`config.mk`:
```
export PLATFORM = sky130hd
export DESIGN_NAME = pass_window_scan
export DESIGN_NICKNAME = d
export VERILOG_FILES = /design/src/rtl/pass_window_scan.sv
export SDC_FILE = /design/constraint.sdc
export NUM_CORES = 1
export LEC_CHECK = 0
export BUFFER_PORTS_ARGS = -buffer_cell sky130_fd_sc_hd__clkbuf_2
export CORE_ASPECT_RATIO = 1.4
export CORE_MARGIN = 2
export CORE_UTILIZATION = 38
export CTS_CLUSTER_SIZE = 40
export DETAILED_ROUTE_END_ITERATION = 10
export HOLD_SLACK_MARGIN = 0.02
export PLACE_DENSITY = 0.58
export REMOVE_ABC_BUFFERS = 1
export SYNTH_ARGS = -nofsm -noshare
export SYNTH_HDL_FRONTEND = slang
export SYNTH_SLANG_ARGS = --single-unit
export TNS_END_PERCENT = 20
```
`constraint.sdc`:
```
create_clock -name clk -period 10.4 [get_ports clk]
set_clock_uncertainty 0.2 [all_clocks]
set_input_delay 1.04 -clock clk [delete_from_list [all_inputs] [get_ports clk]]
set_output_delay 1.04 -clock clk [all_outputs]
set_load 0.03 [all_outputs]
```
`src/rtl/pass_window_scan.sv`:
```
module pass_window_scan #(
  parameter int WIDTH   = 256,
  parameter int SAMPLES = 3,
  localparam int IW     = $clog2(WIDTH)
) (
  input  logic          clk,
  input  logic          rst_n,
  input  logic          wr_en,
  input  logic [IW-1:0] wr_addr,
  input  logic          wr_bit,
  input  logic          start,
  input  logic          edge_fall,
  input  logic [IW-1:0] start_idx,
  input  logic [IW-1:0] max_idx,
  output logic          busy,
  output logic          done,
  output logic          found,
  output logic [IW-1:0] result_idx
);

  localparam int WW = 2 * SAMPLES + 1;
  localparam int PW = WIDTH + 2 * SAMPLES;
  localparam int CW = IW + 2;

  logic [WIDTH-1:0] vec_q;
  logic [IW-1:0]    cur_q, max_q;
  logic             fall_q, busy_q;
  logic [PW-1:0]    pad;
  logic [WW-1:0]    win;
  logic             hit, past_end;

  // zero guard bands on both sides, so taps outside the vector read 0
  assign pad = {{SAMPLES{1'b0}}, vec_q, {SAMPLES{1'b0}}};
  assign win = WW'(pad >> cur_q);

  assign hit = fall_q ? (!win[SAMPLES] && (&win[SAMPLES-1:0]))
                      : ( win[SAMPLES] && !win[SAMPLES-1] && (&win[2*SAMPLES:SAMPLES+1]));

  assign past_end = (CW'(cur_q) + CW'(SAMPLES)) > CW'(max_q);
  assign busy     = busy_q;

  always_ff @(posedge clk or negedge rst_n) begin
    if (!rst_n) vec_q <= '0;
    else if (wr_en) vec_q[wr_addr] <= wr_bit;
  end

  always_ff @(posedge clk or negedge rst_n) begin
    if (!rst_n) begin
      busy_q     <= 1'b0;
      done       <= 1'b0;
      found      <= 1'b0;
      result_idx <= '1;
      cur_q      <= '0;
      max_q      <= '0;
      fall_q     <= 1'b0;
    end else begin
      done <= 1'b0;
      if (!busy_q) begin
        if (start) begin
          busy_q <= 1'b1;
          cur_q  <= start_idx;
          max_q  <= max_idx;
          fall_q <= edge_fall;
        end
      end else if (past_end) begin
        busy_q     <= 1'b0;
        done       <= 1'b1;
        found      <= 1'b0;
        result_idx <= '1;
      end else if (hit) begin
        busy_q     <= 1'b0;
        done       <= 1'b1;
        found      <= 1'b1;
        result_idx <= cur_q;
      end else begin
        cur_q <= cur_q + IW'(1);
      end
    end
  end

  p_found_in_range_r5: assert property (@(posedge clk) disable iff (!rst_n)
    done && found |-> (CW'(result_idx) + CW'(SAMPLES)) <= CW'(max_q));

  p_miss_all_ones_r7: assert property (@(posedge clk) disable iff (!rst_n)
    done && !found |-> result_idx == '1);

  p_done_pulse_r8: assert property (@(posedge clk) disable iff (!rst_n)
    done |=> !done);

  p_launch_r8: assert property (@(posedge clk) disable iff (!rst_n)
    start && !busy |=> busy && !done);

  p_step_r6: assert property (@(posedge clk) disable iff (!rst_n)
    busy && $past(busy) |-> cur_q == $past(cur_q) + IW'(1));

  p_hold_r9: assert property (@(posedge clk) disable iff (!rst_n)
    !busy && !$past(busy) |-> $stable(result_idx) && $stable(found));

endmodule

```
# After elaboration in Yosys (flattened, before gate mapping)
# Cells that the tools add are included.
# word_totals
ff_bits,284
word_cells,49
# classes
n_reduce_logical,13
n_mux,19
bitwise,1
eq_ne,2
add_sub_neg,2
n_lt_le_gt_ge,3
n_shift,1
# ops
cell,n
259-bit by 8-bit right shift with 7-bit output,1
256-bit bitwise mux,1
8-bit 2-to-1 mux,6
1-bit 2-to-1 mux,11
"8-bit by 2-bit adder with 9-bit output, second input constant",1
9-bit by 8-bit > comparator with 1-bit output,1
"8-bit by 9-bit less-than comparator with 1-bit output, second input constant",1
3-bit AND reduction,3
"8-bit by 1-bit adder with 8-bit output, second input constant",1
1-bit demux with 8-bit select,1
"8-bit by 1-bit >= comparator with 1-bit output, second input constant",1
1-bit logical AND,4
"2-bit != test, second input constant",2
2-bit AND reduction,2
2-bit nonzero test,2
1-bit logical NOT,2
1-bit NOT,1

# Depth between registers and ports, before layout
# Gate-level depths: netlist of the first run.
# depth
word_depth,8
mapped_depth,19
depth_no_buf,14

# Worst setup path after synthesis of the first run
# OpenSTA, ideal clock, no wires.
# synth_timing
kind,flip-flop to flip-flop
start,register cur_q[1]
end,register cur_q[4]
t_required_ps,10075
path_stages_with_launch,19
synth_period_minus_slack_ps,4219
t_arrival_ps,3894
path_buffers,4
setup_slack_ps,6181
cell_sequence,dfrtp_1 inv_1 buf_2 clkbuf_1 buf_1 ha_1 inv_1 ha_1 nor2b_1 o21a_1 o21a_1 o21ai_0 nand2b_1 a21oi_1 o211ai_1 or2_2 clkbuf_1 nor3_1 mux2_2
# synth_via
elab_chain_cells,7
# synth_rtl
item,line,text
from (decl),26,"logic [IW-1:0] cur_q, max_q;"
from (signal assigned),61,cur_q <= start_idx;
from (signal assigned),76,cur_q <= cur_q + IW'(1);
"parallel branches: the longest is 7 deep, another holds 8-bit by 2-bit adder with 9-bit output",n/a,
# Several ways; the timed one is not identified. The select of a mux whose other input is x is not followed.
# A chain may end at the register's enable or synchronous reset.

# Final worst setup path of the first run
# layout_timing
start,register cur_q[0]
end,register result_idx[0]
# layout_via
elab_chain_cells,7
# layout_rtl
item,line,text
"parallel branches: the longest is 7 deep, another holds 8-bit by 2-bit adder with 9-bit output",n/a,
to (signal assigned),74,result_idx <= cur_q;
to (decl),18,output logic [IW-1:0] result_idx
# Several ways; the timed one is not identified. The select of a mux whose other input is x is not followed.

==> results of run 1 <==
## stage by stage
step | cell area, µm² | setup TNS (ns) | setup slack (ns) | hold slack (ns)
3_5_place_dp | 24700 | 0 | 4.44 | 0.271
5_1_grt | 25700 | 0 | 4.01 | 0.297
4_1_cts | 25700 | 0 | 4.41 | 0.282
3_3_place_gp | 24700 | 0 | 4.51 | 0.265
2_1_floorplan | 23000 | -136.90 | -7.53 | 0.250
6_report | 25700 | 0 | 4.27 | 0.250
## layer usage
layer	routed length (µm)	part of all wire, %
met1	34700	36
met2	46900	48
met3	7860	8.1
met4	8110	8.3
met5	27	0.028
## synth_stat cells, types with 13 or more instances
cell | instances | area share [%]
buf_2 | 53 | 1.1
a22oi_1 | 43 | 1.3
a221oi_1 | 15 | 0.54
inv_1 | 23 | 0.36
nand4_1 | 15 | 0.39
mux4_2 | 196 | 18
nor2b_1 | 23 | 0.59
a21oi_1 | 44 | 0.91
nor3_1 | 27 | 0.56
buf_1 | 14 | 0.22
buf_6 | 27 | 1.3
o211ai_1 | 13 | 0.40
buf_4 | 16 | 0.49
o21ai_0 | 48 | 0.99
a211oi_1 | 17 | 0.53
nor2_1 | 76 | 1.2
dfrtp_1 | 276 | 28
mux2_2 | 296 | 14
nand2_1 | 398 | 6.2
o22ai_1 | 22 | 0.57
a31oi_1 | 24 | 0.62
nand3_1 | 87 | 1.8
and2_1 | 15 | 0.39
clkbuf_1 | 134 | 2.1
mux2i_1 | 207 | 8.5
and3_1 | 29 | 0.75
nand2b_1 | 17 | 0.44
## final timing paths
kind | start | endpoint | slack [ns] | cells past startpoint
worst max-delay path | cur_q[0]$_DFFE_PN0P_ | result_idx[0]$_DFFE_PN1P_ | 4.27 | 11
worst min-delay path | rst_n | vec_q[172]$_DFFE_PN0P_ | 0.25 | 1
worst min register to register | result_idx[4]$_DFFE_PN1P_ | result_idx[4]$_DFFE_PN1P_ | 0.28 | 2
min in group clk | result_idx[4]$_DFFE_PN1P_ | result_idx[4]$_DFFE_PN1P_ | 0.28 | 2
worst max register to register | cur_q[0]$_DFFE_PN0P_ | result_idx[0]$_DFFE_PN1P_ | 4.27 | 11
max in group asynchronous | rst_n | cur_q[2]$_DFFE_PN0P_ | 7.35 | 3
## cell type report
class	count	area share (%)
antenna	3	0.0292
clock buffer	38	3.24
clock inverter	14	0.526
inverter	29	0.423
multi-input combinational	1789	61.5
sequential	284	27.7
tap	832	4.05
timing repair buffer	93	2.54
## power breakdown
part	switching (µW)	total (µW)	internal, µW
registers	277	1500	1220
clock network	486	1100	612
logic	2290	3610	1320
total	3060	6210	3150
## layout by cell type (no fill, tap or decap), types with 8 or more instances in the layout
cell type / instances
o221ai_1: 8
mux2i_1: 207
and3_1: 16
and3_2: 13
a21oi_1: 44
nor3_1: 26
dfstp_2: 8
a32oi_1: 9
o22ai_1: 22
and2_1: 15
clkbuf_16: 31
dfrtp_1: 271
a22oi_1: 43
a22o_1: 10
or2_2: 8
a211oi_1: 17
o21ai_0: 47
a31oi_1: 24
nor2b_1: 20
nand4_1: 15
nor2_1: 76
a221oi_1: 15
inv_1: 22
ha_1: 10
nand2_1: 398
mux2_2: 296
nand3_1: 87
clkbuf_2: 38
buf_4: 50
nand2b_1: 17
o2111ai_1: 9
o211ai_1: 13
mux4_2: 196
o32ai_1: 8
## cells by family after synthesis
group / count (synthesis) / share of synthesized area (%)
compound gates: 343 / 10.2
xor+xnor: 7 / 0.253
fa+ha+maj: 10 / 0.516
simple gates: 728 / 13.4
mux: 701 / 40.6
flops: 284 / 29.3
buf+inv: 275 / 5.70
## critical path, cell delays in order, from the launching register on
cell	delay [ns]
dfrtp_4	1.01
buf_12	0.54
inv_1	0.68
mux4_2	0.52
nand2_1	0.05
and4b_1	0.20
nor3_1	0.37
o32ai_1	0.25
o2111a_1	0.33
o32a_1	0.53
o21ai_1	0.88
mux2i_1	0.28
## flip-flops by register name, summed over array words and instances, names as in the netlist
signal and cells:
result_idx 8, cur_q 8, vec_q 256, found 1, done 1, max_q 8, fall_q 1, busy 1
==> flow_summary.ini, run 1 <==
[sta]
hold_violations = 0
fin_crit_sh_pct = 58.9
finalMaxSlewViolations = 0
fmax_ghz = 0.163
slew-limit-headroom_pct = 19.0
worst_pin_slew_ns = 1.21
setup_violations = 0
fin_crit_ns = 6.13
rsz0062_at_grt = false

[clock_tree]
clock_latency_ns = 0.61
cts_buffers = 30
clk_path_buf_depth = 3
postCtsSetupBuffers = 0
cts_resized = 0
clkSinkCount = 284
cts_hold_buffers = 0
path_clk_slew_ns = 0.07
cts-root-buf = clkbuf_16
htreeDepth = 1
cts_tree = built

[logic_synthesis]
ys_ff_latch = 284
ys.flop_type = dfrtp_1
synth-seq-area-share_pct = 29.3
netlist_area_mm2 = 0.0243
syn_area_per_cell_um2 = 10.3
ys_async_sr_fraction_pct = 100
yosysWarnings = 0
synthCells = 2348
synth-edff-count = 0
synth_cell_type_count = 74

[power]
p_leak_uw = 0.0104
pwr_density_cell_mw_per_mm2 = 242
power.total_uw = 6210
ir_worst_vdd_v = 0.000233

[routing]
drtIter0Drc = 2468
via_count = 20900
route.detailed.drc = 0
avgViaCountPerCell = 6.79
ant_nets = 0
wl_um = 97600
dr.pass1.iters = 6
wl_per_cell_um = 31.7

[job]
maxCapViolCount = 0

[cells_and_area]
num-fill-cells = 6125
utilization_pct = 40.7
seqCellArea_mm2 = 0.00713
final_layout_size_suffix_gt1_share_pct = 30.3
area_growth_pct = 5.95
multi_input_area_mm2 = 0.0158
design.final.nets = 2267
stdcell_count = 3082

[global_route]
antenna_found_initial = 5
grt_pass1_wl_um = 143000
use_met3_pct = 5.41
grt_use_total_pct = 29.4
grt_max_degree = 115
use_met1_pct = 33.9
gr-total-overflow = 0
use_met2_pct = 49.2
top_usage_layer = met2
grt_pass1_vias = 20900

[critical_path]
crit_fanout = 114
crit_arrival_ns = 6.45
required_ns = 10.72
setup.worst_path.start_class = flip-flop
critPathCaptureType = flip-flop
crit_type = reg -> reg

[floorplanning]
dieArea_mm2 = 0.0659
ios = 41
coreArea_mm2 = 0.0631
fp-row-count = 109
die_h_um = 303
start_util_pct = 38.4
die_w_um = 218

[run_status]
status = finished clean

[placed_design]
post-dp-hpwl_um = 64900
place_congestion = 1.03
io_buffer_count = 40
dp.cells = 3027

[worst_hold_path]
hp-class = in -> async
Power figures use the tool's default switching activity.
==> inputs of run 2 (changes only) <==
--- a/config.mk
+++ b/config.mk
@@ -12,7 +12,7 @@
 export CTS_CLUSTER_SIZE = 40
 export DETAILED_ROUTE_END_ITERATION = 10
 export HOLD_SLACK_MARGIN = 0.02
-export PLACE_DENSITY = 0.58
+export PLACE_DENSITY = 0.6
 export REMOVE_ABC_BUFFERS = 1
 export SYNTH_ARGS = -nofsm -noshare
 export SYNTH_HDL_FRONTEND = slang
==> constraint.sdc (replaced) <==
create_clock -name clk -period 5.4 [get_ports clk]
set_clock_uncertainty 0.2 [all_clocks]
set_input_delay 0.54 -clock clk [delete_from_list [all_inputs] [get_ports clk]]
set_output_delay 0.54 -clock clk [all_outputs]
set_load 0.03 [all_outputs]
==> run 2 against run 1 <==
Maximum frequency increased by 23%. Sequential share of layout area fell by 0.86 points. Setup slack got worse by 3.9 ns. Flip-flop and latch count is the same. Sequential power grew 98%.
==> flow_summary.ini, run 2 (synthesis gave the netlist of run 1 again) <==
[clock_tree]
cts_hold_buffers = 12
path_clk_slew_ns = 0.07
cts_buffers = 30
clk_path_buf_depth = 3
cts_resized = 0
clkSinkCount = 284
cts_tree = built
htreeDepth = 1
postCtsSetupBuffers = 0
cts-root-buf = clkbuf_16
clock_latency_ns = 0.64

[cells_and_area]
design.final.nets = 2335
mostFrequentLayoutCell = nand2_1
stdcell_count = 3150
final_layout_size_suffix_gt1_share_pct = 31.7
regMostFlops = vec_q
final_cell_mix = nand2_1, mux2_2, dfrtp_1
finalInstanceArea_mm2 = 0.0265
largest_register_ff_count = 256
area_growth_pct = 9.33

[critical_path]
setup.worst_path.start_class = flip-flop
crit_chain = buf_4 > mux2i_1 > a221oi_1 > a31oi_1 > o221ai_1 > a32oi_1 > o32ai_1 > o2111a_1 > o32a_1 > or2_0 > o311a_1
crit_fanout = 44
slowest_delay_ns = 0.98
crit_arrival_ns = 5.30
cp_slowest_cell = dfrtp_4
crit_type = reg -> reg
required_ns = 5.71
critPathCaptureType = flip-flop
reg2reg_depth = 11

[floorplanning]
dieArea_mm2 = 0.0659
die_h_um = 303
coreArea_mm2 = 0.0631
start_util_pct = 38.4
fp-row-count = 109
ios = 41
die_w_um = 218

[routing]
via_count = 21400
dr.pass1.iters = 6
wl_per_cell_um = 31.6
avgViaCountPerCell = 6.78
drtIter0Drc = 2603
wl_um = 99600
ant_nets = 0
route.detailed.drc = 0

[sta]
slew-limit-headroom_pct = 8.91
fin_crit_ns = 4.98
setup_violations = 0
holdWs_ns = 0.0994
hold_violations = 0
fin_crit_sh_pct = 92.3
fmax_ghz = 0.201
finalMaxSlewViolations = 0
worst_pin_slew_ns = 1.36
rsz0062_at_grt = false

[placed_design]
place_congestion = 1.03
dp.cells = 3083
io_buffer_count = 40
post-dp-hpwl_um = 69100
dpl_cell_area_mm2 = 0.0253

[power]
ir_worst_vdd_v = 0.000360
power.total_uw = 12700
p_leak_uw = 0.0109
pwr_density_cell_mw_per_mm2 = 479

[job]
maxCapViolCount = 0

[global_route]
grt_use_total_pct = 29.9
gr-total-overflow = 0
antenna_found_initial = 3
grt_max_degree = 166
grt_pass1_wl_um = 145000
grt_pass1_vias = 21400

[run_status]
status = finished clean

[worst_hold_path]
hp-class = in -> reg
hold_depth = 5
-- run 2: changes by cell type in the layout (fill, tap and decap cells not counted), moves of 3 or more --
cell / before / now
nor2b_2: 3 / 0
buf_12: 3 / 13
and3_2: 13 / 10
bufinv_16: 2 / 9
and3_1: 16 / 19
dlygate4sd3_1: 0 / 12
nor2b_1: 20 / 23
buf_4: 50 / 96
clkinv_2: 7 / 2
-- run 2: report_power, final --
group / internal (µW) / leakage [µW] / switching [µW] / total (µW)
Combinational: 2830 / 0.00647 / 4440 / 7270
Clock: 1470 / 0.000544 / 999 / 2470
Sequential: 2350 / 0.00384 / 625 / 2970
Total: 6650 / 0.0109 / 6060 / 12700
-- run 2: final cells by class --
class | instances | area, µm²
fillers | 5973 | 36600
multi-input cells | 1789 | 15800
flip-flops and latches | 284 | 7130
repair buffers | 161 | 1320
well taps | 832 | 1040
clock buffers | 33 | 772
clock inverters | 20 | 363
inverters | 29 | 109
diodes | 2 | 5.00
-- run 2: final timing paths --
path | start | endpoint | slack, ns
min reg2reg | result_idx[3]$_DFFE_PN1P_ | result_idx[3]$_DFFE_PN1P_ | 0.27
max reg2reg | cur_q[0]$_DFFE_PN0P_ | cur_q[7]$_DFFE_PN0P_ | 0.42
min in group asynchronous | rst_n | vec_q[46]$_DFFE_PN0P_ | 0.33
min | start_idx[5] | cur_q[5]$_DFFE_PN0P_ | 0.1
max in group asynchronous | rst_n | cur_q[1]$_DFFE_PN0P_ | 3.47
max | cur_q[0]$_DFFE_PN0P_ | cur_q[7]$_DFFE_PN0P_ | 0.42
-- run 2: routing by layer --
metal | global-route usage, % | wire length [µm]
met1 | 34.2 | 35100
met2 | 49.9 | 47700
met3 | 4.70 | 7720
met4 | 23.6 | 9050
met5 | 0 | 56
-- run 2: per-stage QoR --
| stage | setup TNS [ns] | setup WS (ns) | utilization, % |
|---|---|---|---|
| finish | 0 | 0.418 | 42.0 |
| floorplan | -231.90 | -12.53 | - |
| detailed placement | 0 | 0.484 | 40.0 |
| global placement | 0 | 0.573 | 40.0 |
| CTS | 0 | 0.471 | 42.0 |
| global route | 0 | 0.219 | 42.0 |
-- run 2: critical path, delay by kind of cell (launching register included) --
kind	cells	cell delay [ns]
compound gates	8	2.17
flops	1	0.98
simple gates	1	0.41
buf+inv	1	0.50
mux	1	0.50
==> inputs of run 3 (changes only) <==
--- a/config.mk
+++ b/config.mk
@@ -5,6 +5,7 @@
 export SDC_FILE = /design/constraint.sdc
 export NUM_CORES = 1
 export LEC_CHECK = 0
+export ABC_AREA = 1
 export BUFFER_PORTS_ARGS = -buffer_cell sky130_fd_sc_hd__clkbuf_2
 export CORE_ASPECT_RATIO = 1.4
 export CORE_MARGIN = 2
@@ -12,7 +13,7 @@
 export CTS_CLUSTER_SIZE = 40
 export DETAILED_ROUTE_END_ITERATION = 10
 export HOLD_SLACK_MARGIN = 0.02
-export PLACE_DENSITY = 0.6
+export PLACE_DENSITY = 0.58
 export REMOVE_ABC_BUFFERS = 1
 export SYNTH_ARGS = -nofsm -noshare
 export SYNTH_HDL_FRONTEND = slang
==> constraint.sdc (replaced) <==
create_clock -name clk -period 5.2 [get_ports clk]
set_clock_uncertainty 0.2 [all_clocks]
set_input_delay 0.52 -clock clk [delete_from_list [all_inputs] [get_ports clk]]
set_output_delay 0.52 -clock clk [all_outputs]
set_load 0.03 [all_outputs]
==> run 3 against run 2 <==
Via count is 19% higher. Sequential power is 2% lower. Hold slack worse by 0.061 ns. Maximum frequency is 19% higher. Non-clock buffer count is 39 lower. Cell count is 40% higher. Core utilization is 0.78 points lower. Register-to-register slack better by 0.58 ns. Critical path depth is 8 higher. Synthesized area is 6.4% lower. Critical endpoint is now cur_q[2]$_DFFE_PN0P_. Largest power group unchanged. Highest routed layer is now met4.
==> flow_summary.ini, run 3 <==
[run_status]
status = finished clean

[cells_and_area]
area_growth_pct = 7.88
multi_input_area_mm2 = 0.0135
largest_register_ff_count = 256
design.final.nets = 3665
final_cell_mix = nand2_1, nand3_1, a21oi_1
regMostFlops = vec_q
mostFrequentLayoutCell = nand2_1
seqCellArea_mm2 = 0.00713
final_layout_size_suffix_gt1_share_pct = 6.14
num-fill-cells = 6661

[clock_tree]
htreeDepth = 2
cts_hold_buffers = 8
cts-root-buf = clkbuf_16
clock_latency_ns = 0.57
path_clk_slew_ns = 0.07
cts_buffers = 34
clk_path_buf_depth = 3
postCtsSetupBuffers = 0
cts_tree = built
cts_resized = 0
clkSinkCount = 284

[job]
maxCapViolCount = 0

[critical_path]
crit_fanout = 43
crit_arrival_ns = 4.44
critPathCaptureType = flip-flop
worst-r2r-setup-slack_ns = 1.00
required_ns = 5.44
crit_type = reg -> reg
setup.worst_path.start_class = flip-flop

[placed_design]
place_congestion = 0.956
pre_cts_slack_ns = 1.17
post-dp-hpwl_um = 61600
io_buffer_count = 40

[global_route]
grt_use_total_pct = 30.2
grt_pass1_wl_um = 143000
grt_pass1_vias = 24000
antenna_found_initial = 0
grt_max_degree = 166
gr-total-overflow = 0

[sta]
worst_pin_slew_ns = 1.06
fin_crit_sh_pct = 80.8
fmax_ghz = 0.238
rsz0062_at_grt = false
fin_ws_ns = 1.00
setup_violations = 0
slew-limit-headroom_pct = 29.2
finalMaxSlewViolations = 0
fin_crit_ns = 4.20
hold_violations = 0

[logic_synthesis]
synth-xor-area-share_pct = 0.309
synth.area.mux_share_pct = 0.0496
synthAdderAreaFrac_pct = 0.551
netlist_top_cells_area = dfrtp_1, nand2_1, nand3_1
synth-edff-count = 0
yosysTopAreaCellShare_pct = 30.4
ys.flop_type = dfrtp_1
yosysWarnings = 0
synth_compound_area_share_pct = 14.5
ys_async_sr_fraction_pct = 100
syn_area_per_cell_um2 = 6.07
yosysTopAreaCell = dfrtp_1
synth_cell_type_count = 42
synthCells = 3741
synthSimpleGateAreaFrac_pct = 43.7
ys_ff_latch = 284
yosys-top-cells-count = nand2_1, nand3_1, a21oi_1
synth_top_family_by_area = simple AND/OR/NAND/NOR gates
synth_most_common_cell = nand2_1
netlist_area_mm2 = 0.0227
synth-seq-area-share_pct = 31.3

[worst_hold_path]
hp-class = in -> reg

[floorplanning]
ios = 41
coreArea_mm2 = 0.0594
die_h_um = 293
die_w_um = 211
fp-row-count = 106
dieArea_mm2 = 0.0618
start_util_pct = 38.2

[power]
ir_worst_vdd_v = 0.000426
p_leak_uw = 0.0121
pwr_density_cell_mw_per_mm2 = 572
power.total_uw = 14000

[routing]
avgViaCountPerCell = 5.77
ant_nets = 0
wl_um = 93400
wl_per_cell_um = 21.2
via_count = 25400
dr.pass1.iters = 6
route.detailed.drc = 0
drtIter0Drc = 2827
==> run 3: cell count changes in the layout (fill, tap and decap cells not counted), moves of 162 or more <==
cell / previous run / this run
mux4_2: 196 / 0
mux2i_1: 207 / 0
a21oi_1: 44 / 312
mux2_2: 296 / 1
inv_1: 22 / 184
nand3_1: 87 / 696
nor2_1: 76 / 271
a31oi_1: 24 / 188
nand2_1: 398 / 1334
==> run 3: power by group <==
| part | switching (µW) | internal, µW | leakage (µW) |
|---|---|---|---|
| Sequential | 381 | 2520 | 0.00377 |
| Clock | 1070 | 1540 | 0.000575 |
| Combinational | 6140 | 2360 | 0.00775 |
| Total | 7600 | 6420 | 0.0121 |
==> run 3: through the flow <==
stage / cells / utilization, % / setup TNS [ns] / hold slack [ns] / area, µm²
finish: 4405 / 41.2 / 0 / 0.0381 / 24500
global route: 4404 / 41.2 / 0 / 0.0586 / 24500
CTS: 4404 / 41.2 / 0 / 0.0319 / 24500
detailed placement: 4337 / 39.1 / 0 / 0.253 / 23200
global placement: 4337 / 39.1 / 0 / 0.255 / 23200
floorplan: 3467 / - / -90.51 / 0.0244 / 21300
==> run 3: cell type report <==
class | instances | share of cell area, %
clock buffer | 42 | 3.85
multi-input combinational | 2981 | 55.2
clock inverter | 17 | 0.940
inverter | 202 | 3.17
antenna | 1 | 0.0102
timing repair buffer | 122 | 3.91
tap | 756 | 3.86
sequential | 284 | 29.1
==> run 3: logic make-up after synthesis <==
group / after synthesis
fa+ha+maj: 10
xor+xnor: 8
buf+inv: 476
simple gates: 2363
compound gates: 599
mux: 1
flops: 284
==> run 3: critical path, stage by stage, from the launching register on <==
cell,delay [ns]
dfrtp_4,0.82
clkinv_2,0.60
nand2_2,0.22
inv_2,0.37
nand2_1,0.18
nand2_1,0.06
nor2_1,0.10
nor2_1,0.05
nor2_1,0.19
nand3_1,0.11
nand3_1,0.15
nand2_1,0.09
nand2_1,0.06
nor2_1,0.04
nand2_1,0.16
nand3_2,0.15
nand2_1,0.13
nand3_2,0.19
nand3_1,0.13
nand2_1,0.08
==> run 3: final timing paths <==
check	end	from	cells after the start
setup / recovery	cur_q[2]$_DFFE_PN0P_	cur_q[2]$_DFFE_PN0P_	19
hold / removal	max_q[3]$_DFFE_PN0P_	max_idx[3]	3
setup reg to reg	cur_q[2]$_DFFE_PN0P_	cur_q[2]$_DFFE_PN0P_	19
hold reg to reg	result_idx[6]$_DFFE_PN1P_	result_idx[6]$_DFFE_PN1P_	2
max in group asynchronous	vec_q[166]$_DFFE_PN0P_	rst_n	3
min in group asynchronous	vec_q[22]$_DFFE_PN0P_	rst_n	2
==> run 3: per-layer routing <==
layer  GRT usage, %  vias to the layer above  routed length (µm)
li1               -                    12200                   -
met1           36.0                    11900               36300
met2           50.5                     1019               44200
met3           3.83                      316                5830
met4           20.7                        0                7140
met5              0                        -                   0
